==> src/rtl/clkdiv_pkg.sv <==
package clkdiv_pkg;
  localparam int IDX_W  = 3;
  localparam int CODE_W = 3;
  localparam int CNT_W  = 4;

  typedef struct packed {
    logic [CNT_W-1:0] ratio;
    logic [CNT_W-1:0] hi;
  } div_cfg_t;

  function automatic logic [CNT_W-1:0] code_ratio(input logic [CODE_W-1:0] code);
    case (code)
      3'd1:    code_ratio = 4'd2;
      3'd2:    code_ratio = 4'd4;
      3'd3:    code_ratio = 4'd6;
      3'd4:    code_ratio = 4'd8;
      3'd5:    code_ratio = 4'd12;
      default: code_ratio = 4'd1;
    endcase
  endfunction

  function automatic div_cfg_t decode_cfg(input logic use_div,
                                          input logic [CODE_W-1:0] code,
                                          input logic d3);
    div_cfg_t c;
    if (d3) begin
      c.ratio = 4'd3;
      c.hi    = 4'd1;
    end else if (!use_div) begin
      c.ratio = 4'd1;
      c.hi    = 4'd1;
    end else begin
      c.ratio = code_ratio(code);
      c.hi    = (c.ratio > 4'd1) ? (c.ratio >> 1) : 4'd1;
    end
    return c;
  endfunction
endpackage

==> src/rtl/clkdiv_src_select.sv <==
module clkdiv_src_select #(
  parameter int NUM_PLL = 8,
  parameter bit HAS_MUX = 1'b1
) (
  input  logic                             prim_tick,
  input  logic [NUM_PLL-1:0]               pll_tick,
  input  logic                             use_mux,
  input  logic [clkdiv_pkg::IDX_W-1:0]     idx,
  output logic                             sel_tick
);
  localparam int SLOTS = 1 << clkdiv_pkg::IDX_W;

  generate
    if (HAS_MUX) begin : g_mux
      logic [SLOTS-1:0] padded;
      always_comb begin
        padded = '0;
        padded[NUM_PLL-1:0] = pll_tick;
      end
      assign sel_tick = use_mux ? padded[idx] : prim_tick;
    end else begin : g_nomux
      logic unused_mux;
      assign unused_mux = ^{pll_tick, use_mux, idx};
      assign sel_tick   = prim_tick;
    end
  endgenerate
endmodule

==> src/rtl/clkdiv_en_sync.sv <==
module clkdiv_en_sync #(
  parameter int STAGES   = 2,
  parameter bit HAS_GATE = 1'b1
) (
  input  logic clk,
  input  logic rst,
  input  logic en_in,
  output logic en_out
);
  generate
    if (HAS_GATE) begin : g_sync
      logic [STAGES-1:0] chain;
      always_ff @(posedge clk) begin
        if (rst) chain <= '0;
        else     chain <= {chain[STAGES-2:0], en_in};
      end
      assign en_out = chain[STAGES-1];
    end else begin : g_tied
      logic unused_en;
      assign unused_en = ^{clk, rst, en_in};
      assign en_out    = 1'b1;
    end
  endgenerate
endmodule

==> src/rtl/clkdiv_period_ctr.sv <==
module clkdiv_period_ctr
  import clkdiv_pkg::*;
(
  input  logic             clk,
  input  logic             rst,
  input  logic             sel_tick,
  input  div_cfg_t         req_cfg,
  input  logic             req_use_mux,
  input  logic [IDX_W-1:0] req_idx,
  input  logic             en_s,
  output logic             cur_use_mux,
  output logic [IDX_W-1:0] cur_idx,
  output logic             out_clk,
  output logic             out_rise
);
  logic [CNT_W-1:0] cnt;
  div_cfg_t         cur_cfg;
  logic             cur_en;
  logic             boundary;

  assign boundary = sel_tick && (cnt == cur_cfg.ratio - 4'd1);

  always_ff @(posedge clk) begin
    if (rst) begin
      cnt         <= '0;
      cur_cfg     <= '{ratio: 4'd1, hi: 4'd1};
      cur_en      <= 1'b0;
      cur_use_mux <= 1'b0;
      cur_idx     <= '0;
      out_clk     <= 1'b0;
      out_rise    <= 1'b0;
    end else begin
      out_rise <= 1'b0;
      if (boundary) begin
        cnt         <= '0;
        cur_cfg     <= req_cfg;
        cur_use_mux <= req_use_mux;
        cur_idx     <= req_idx;
        cur_en      <= en_s;
        out_clk     <= en_s;
        out_rise    <= en_s;
      end else if (sel_tick) begin
        cnt     <= cnt + 4'd1;
        out_clk <= cur_en && ((cnt + 4'd1) < cur_cfg.hi);
      end
    end
  end
endmodule

==> src/rtl/clkdiv_cell.sv <==
module clkdiv_cell
  import clkdiv_pkg::*;
#(
  parameter int NUM_PLL  = 8,
  parameter bit HAS_MUX  = 1'b1,
  parameter bit HAS_GATE = 1'b1,
  parameter int SYNC_STG = 2
) (
  input  logic               clk,
  input  logic               rst,
  input  logic               prim_tick,
  input  logic [NUM_PLL-1:0] pll_tick,
  input  logic               src_use_mux,
  input  logic [IDX_W-1:0]   src_idx,
  input  logic               div_use,
  input  logic [CODE_W-1:0]  div_code,
  input  logic               div3_sel,
  input  logic               gate_en,
  output logic               out_clk,
  output logic               out_rise
);
  logic             sel_tick;
  logic             en_s;
  logic             cur_use_mux;
  logic [IDX_W-1:0] cur_idx;
  div_cfg_t         req_cfg;

  assign req_cfg = decode_cfg(div_use, div_code, div3_sel);

  clkdiv_src_select #(.NUM_PLL(NUM_PLL), .HAS_MUX(HAS_MUX)) u_sel (
    .prim_tick (prim_tick),
    .pll_tick  (pll_tick),
    .use_mux   (cur_use_mux),
    .idx       (cur_idx),
    .sel_tick  (sel_tick)
  );

  clkdiv_en_sync #(.STAGES(SYNC_STG), .HAS_GATE(HAS_GATE)) u_en (
    .clk    (clk),
    .rst    (rst),
    .en_in  (gate_en),
    .en_out (en_s)
  );

  clkdiv_period_ctr u_ctr (
    .clk         (clk),
    .rst         (rst),
    .sel_tick    (sel_tick),
    .req_cfg     (req_cfg),
    .req_use_mux (src_use_mux),
    .req_idx     (src_idx),
    .en_s        (en_s),
    .cur_use_mux (cur_use_mux),
    .cur_idx     (cur_idx),
    .out_clk     (out_clk),
    .out_rise    (out_rise)
  );
endmodule

==> config.mk <==
export PLATFORM = sky130hd
export DESIGN_NAME = clkdiv_cell
export DESIGN_NICKNAME = d
export VERILOG_FILES = /design/src/rtl/clkdiv_pkg.sv /design/src/rtl/clkdiv_src_select.sv /design/src/rtl/clkdiv_en_sync.sv /design/src/rtl/clkdiv_period_ctr.sv /design/src/rtl/clkdiv_cell.sv
export SDC_FILE = /design/constraint.sdc
export NUM_CORES = 1
export LEC_CHECK = 0
export BUFFER_PORTS_ARGS = -buffer_cell sky130_fd_sc_hd__buf_2
export CAP_MARGIN = 20
export CORE_UTILIZATION = 57
export DETAILED_ROUTE_END_ITERATION = 12
export PLACE_DENSITY = 0.83
export SLEW_MARGIN = 20
export SYNTH_ARGS = -nofsm -noshare
export SYNTH_HDL_FRONTEND = slang
export SYNTH_SLANG_ARGS = --single-unit
export TNS_END_PERCENT = 30
==> constraint.sdc <==
create_clock -name clk -period 3.64 [get_ports clk]
set_input_delay 0.182 -clock clk [delete_from_list [all_inputs] [get_ports clk]]
set_output_delay 0.182 -clock clk [all_outputs]
set_load 0.01 [all_outputs]
### Yosys cells after proc, flatten, opt, wreduce, memory -nomap -nowiden

Cells that the tools add are included.

* logic and storage cells: 37
* bits in registers: 21
* output and inout port bits: 2

* $lt $le $gt $ge: 3
* bitwise operators: 1
* reductions and logical operators: 5
* equality and inequality tests: 6
* $add $sub $neg: 2
* muxes and demuxes: 11

Operator list (count)
* 4-bit one-hot mux with 5 select lines: 1
* 8-bit 2-to-1 mux: 2
* 4-bit 2-to-1 mux: 2
* 3-bit by 2-bit == test with 1-bit output, second input constant: 2
* 3-bit == test, second input constant: 2
* 4-bit by 1-bit adder with 4-bit output, second input constant: 1
* 4-bit == test: 1
* 4-bit by 1-bit > comparator with 1-bit output, second input constant: 1
* 3-bit by 4-bit less-than comparator with 1-bit output, second input constant: 1
* 4-bit less-than comparator: 1
* 1-bit 2-to-1 mux: 4
* 2-bit OR reduction: 2
* 4-bit by 1-bit subtractor with 4-bit output, second input constant: 1
* 1-bit binary-select mux with 3-bit select: 1
* 3-bit by 1-bit == test with 1-bit output, second input constant: 1
* 3-bit 2-to-1 mux: 1
* 1-bit logical AND: 2
* 2-bit nonzero test: 1
* 1-bit inverter: 1

### Longest topological paths before layout

* depth in word-level cells: 8
* depth in mapped cells: 8

### Hierarchy

A second synthesis with hierarchy kept.

* cells, all modules: 144
* area, all modules: 1282.5 um^2

Modules (own cells, without submodules)
* clkdiv_period_ctr: seq. area each 380.4 um^2, cells an instance 112, area an instance 988.4 um^2, instances 1
* clkdiv_cell: seq. area each 0.0 um^2, cells an instance 20, area an instance 160.2 um^2, instances 1
* clkdiv_src_select: seq. area each 0.0 um^2, cells an instance 8, area an instance 81.3 um^2, instances 1
* clkdiv_en_sync: seq. area each 40.0 um^2, cells an instance 4, area an instance 52.6 um^2, instances 1

### Worst setup path before layout

No wires, ideal clock.

* kind: reg2reg
* from: reg u_ctr.cur_idx[0]
* to: reg u_ctr.cur_en
* library setup time: 134 ps
* required time: 3506 ps
* cell stages (with the launch flop): 8
* buffers on the path: 2
* path slack: 1884 ps
* data arrival time: 1622 ps
* cell sequence: dfxtp_1 > buf_6 > mux2i_1 > mux4_2 > mux2_4 > buf_6 > o21ai_1 > a21oi_1

* word-level cells in the longest chain between the ends: 4

RTL lines
* start: declaration: RTL line clkdiv_period_ctr.sv:12 `output logic [IDX_W-1:0] cur_idx,`
* start signal: assignment: RTL line clkdiv_period_ctr.sv:38 `cur_idx <= req_idx;`
* 1-bit binary-select mux with 3-bit select: RTL line clkdiv_src_select.sv:20 `assign sel_tick = use_mux ? padded[idx] : prim_tick;`
* 1-bit 2-to-1 mux (not written as such): RTL line clkdiv_src_select.sv:20
* 1-bit 2-to-1 mux: RTL line clkdiv_src_select.sv:20
* 1-bit logical AND: RTL line clkdiv_period_ctr.sv:21 `assign boundary = sel_tick && (cnt == cur_cfg.ratio - 4'd1);`
* end signal: assignment: RTL line clkdiv_period_ctr.sv:39 `cur_en <= en_s;`
* end: declaration: RTL line clkdiv_period_ctr.sv:18 `logic cur_en;`

Every way passes these cells. The select of a mux whose other input is x is not followed.
A chain may end at the register's enable or synchronous reset.

### Worst setup path after layout

* from: reg u_ctr.cur_idx[0]
* to: reg u_ctr.cnt[0]

* word-level cells in the longest chain between the ends: 5

RTL lines
* 1-bit binary-select mux with 3-bit select *: RTL line clkdiv_src_select.sv:20
* 1-bit 2-to-1 mux (not written as such) *: RTL line clkdiv_src_select.sv:20
* 1-bit 2-to-1 mux *: RTL line clkdiv_src_select.sv:20
* 1-bit logical AND: RTL line clkdiv_period_ctr.sv:21
* 2-bit OR reduction (no source line)
* end signal: assignment: RTL line clkdiv_period_ctr.sv:43 `cnt <= cnt + 4'd1;`
* end: declaration: RTL line clkdiv_period_ctr.sv:16 `logic [CNT_W-1:0] cnt;`

Mark *: on every way between the ends. The rest lies on a longest branch, timed or not. The select of a mux whose other input is x is not followed.

==> summary.txt <==
Run status
  • Status: finished, final reports clean

Layout
  • Most frequent cells in the layout: buf_2 (22), dfxtp_1 (19), inv_1 (11), nand2_1 (9), a21oi_1 (9)
  • # diodes: 0
  • Area Overhead vs Synth: 10.0%
  • Most common library cell in the layout ignoring fill and taps: buf_2
  • Non-Filler Instances: 172
  • NumNets Final: around 180
  • Fill cells: around 150
  • Layout cells sized above 1: between 20% and 30%

Detailed routing
  • Number of routed nets with antenna violations: 0
  • DRC Markers: 0
  • DR iter-0 viols: 21
  • DRT Pass-1 Iters: 4
  • Routed vias: between 900 and 1k
  • Routed vias/inst: approximately 5.6
  • Wire per inst: ~13 um
  • Total Wirelength: roughly 2300 um

Power and ir drop
  • Power density cells: around 600 nW/um^2
  • Peak supply drop: around 0.5 mV
  • P_leak: 0.516 nW

Timing
  • Fin crit share: a little under three fifths
  • Setup TNS: 0 ps
  • Slew margin rel.: between 60 and 70%
  • Fmax: 0.494 GHz
  • Max-slew violations: 0
  • Setup-failing EPs final: 0
  • Worst-margin pin slew: roughly 480 ps
  • Minimum clock period: ~2000 ps
  • Fin. Hold Viols: 0
  • RSZ-0062 raised after global routing: no
  • Fin Clk Skew: between 2 and 3 ps

Global routing
  • Total GRT Usage: between 20% and 30%
  • Overflow after GRT: 0
  • Largest net degree at the start of global routing: 24
  • Antenna violations before repair: 0
  • Global-route wire length before repair: 3590 um
  • Vias in the first global route: 870

Yosys
  • Fraction of registers with async set/reset: 0%
  • Yosys top cell area share: 33.0%
  • Syn Nets: between 150 and 200
  • Ys flop type: dfxtp_1
  • Number of synthesized flops with an enable pin: 0
  • Synth area leaders: dfxtp_1 (33%), ha_1 (7.6%), mux2i_1 (5.2%)
  • Avg Cell Area, Syn: about 9 um^2
  • Flops & latches, synth: 19
  • Yosys top cell by area: dfxtp_1
  • Sequential area share after synthesis: 33.0%
  • Cells after Synth: 128
  • Warnings from Yosys: 0
  • Post-Syn Area: around 1200 um^2
  • Count of different cell masters after synthesis: 39

Clock tree
  • Reg clk slew, reported paths: roughly 110 ps
  • Sinks on Clock Net: 19
  • TritonCTS buffer count: 3
  • CTS tree: built
  • CTS root buffer: clkbuf_4
  • H-Tree Level Count: 1
  • Resize count post-CTS: 0
  • Deepest clock path buffer count: 2
  • Clk_lat worst skew: approximately 300 ps
  • Setup bufs post-CTS: 0
  • Hold buffers post-CTS: 0

Worst setup path
  • Reg2reg start: u_ctr.cur_idx[0]
  • Crit path arrival time: about 2300 ps
  • Crit Path Max Fanout: 13
  • Worst Setup SP: u_ctr.cur_idx[0]
  • Crit end category: flip-flop
  • Critical Path Start Type: flip-flop
  • Worst EP required: 3860 ps
  • R2r setup slk: between 1500 and 2000 ps
  • Crit Path Class: reg2reg

Die
  • Die area: approximately 2200 um^2
  • Die W: between 40 and 50 um
  • Initial cell density of the core: 63.9%
  • # IOs: 23
  • Die H: 46.9 um
  • CORE AREA: 1800 um^2
  • Rows: 15

Hold path
  • Origin of the worst min-delay path: gate_en
  • HP Class: in2reg

Placement
  • Placed Cells: between 150 and 200
  • Routability cong.: 0.776
  • Buffers on Ports: 22
  • Detailed Place HPWL: 1740 um

Job
  • Max cap viols: 0
power breakdown:
part / switching (W) / internal, W / leakage (nW)
Combinational: 0.000227 / 0.000146 / 0.344
Sequential: 0.0000401 / 0.000245 / 0.155
Clock: 0.0000681 / 0.0000410 / 0.0177
flip-flops by register name (all words and copies together) (netlist names):
register,count
u_ctr.cnt,4
u_ctr.cur_cfg,6
u_ctr.cur_en,1
u_ctr.cur_use_mux,1
u_ctr.out_rise,1
u_ctr.cur_idx,3
u_ctr.out_clk,1
u_en.g_sync.chain,2
worst paths after layout:
path	to	depth (start not counted)
setup reg to reg	u_ctr.cnt[0]	5
hold reg to reg	u_en.g_sync.chain[1]	1
hold / removal	u_en.g_sync.chain[0]	2
setup / recovery	u_ctr.cnt[0]	5
area by class of cell:
class,count,area [um^2],share of cell area (%)
inverter,11,41.3,3.26
clock buffer,3,22.5,1.78
multi-input combinational,91,676,53.4
sequential,19,380,30.0
clock inverter,1,5.00,0.395
timing repair buffer,22,110,8.70
tap,25,31.3,2.47
synth_stat cells (2+ instances only):
cell type / n
nor2_1: 3
nor3_1: 3
o21ai_1: 7
a21oi_1: 9
nand2_1: 9
buf_6: 3
nor2b_1: 4
ha_1: 7
or3_1: 2
o32ai_1: 2
o21ai_0: 2
a31oi_1: 2
dfxtp_1: 19
xor2_1: 2
mux2i_1: 6
o31ai_1: 2
nand3_1: 8
and2_1: 2
nor3b_1: 2
inv_1: 11
clkbuf_1: 2
xnor2_1: 4
critical path, stage by stage (launching register included):
cell and delay (ps):
dfxtp_1 480, mux2i_1 130, mux4_2 520, mux2i_4 410, nand2_1 190, o31ai_1 220
cells by family (layout without fill, tap and decap cells):
kind of cell | Yosys count | in the layout | share of synthesized area, %
AND/OR/NAND/NOR | 38 | 38 | 17.6
flip-flops | 19 | 19 | 33.0
buffers and inverters | 18 | 37 | 8.26
AO/OA/AOI/OAI | 30 | 30 | 16.4
XOR/XNOR | 7 | 7 | 6.63
multiplexers | 9 | 9 | 10.4
adder cells (fa/ha/maj) | 7 | 7 | 7.61
per-layer routing:
| layer | share of wire (%) | track usage, % | vias to the layer above |
|---|---|---|---|
| li1 | - | - | 489 |
| met1 | 40 | 26.8 | 429 |
| met2 | 53 | 42.2 | 32 |
| met3 | 5.0 | 5.00 | 7 |
| met4 | 1.9 | 10.3 | 0 |
| met5 | 0 | 0 | - |
per-stage QoR:
step           worst slack (ps)  hold slack, ps  area, um^2  total power (W)  util (%)
2_1_floorplan              1880             310        1150         0.000627         -
3_3_place_gp               1740             398        1240         0.000645      68.8
3_5_place_dp               1640             401        1240         0.000661      68.8
4_1_cts                    1620            81.1        1270         0.000771      70.3
5_1_grt                    1510            64.7        1270         0.000832      70.3
6_report                   1610            81.5        1270         0.000766      70.3
No activity file was read; power rests on OpenSTA's default activity.
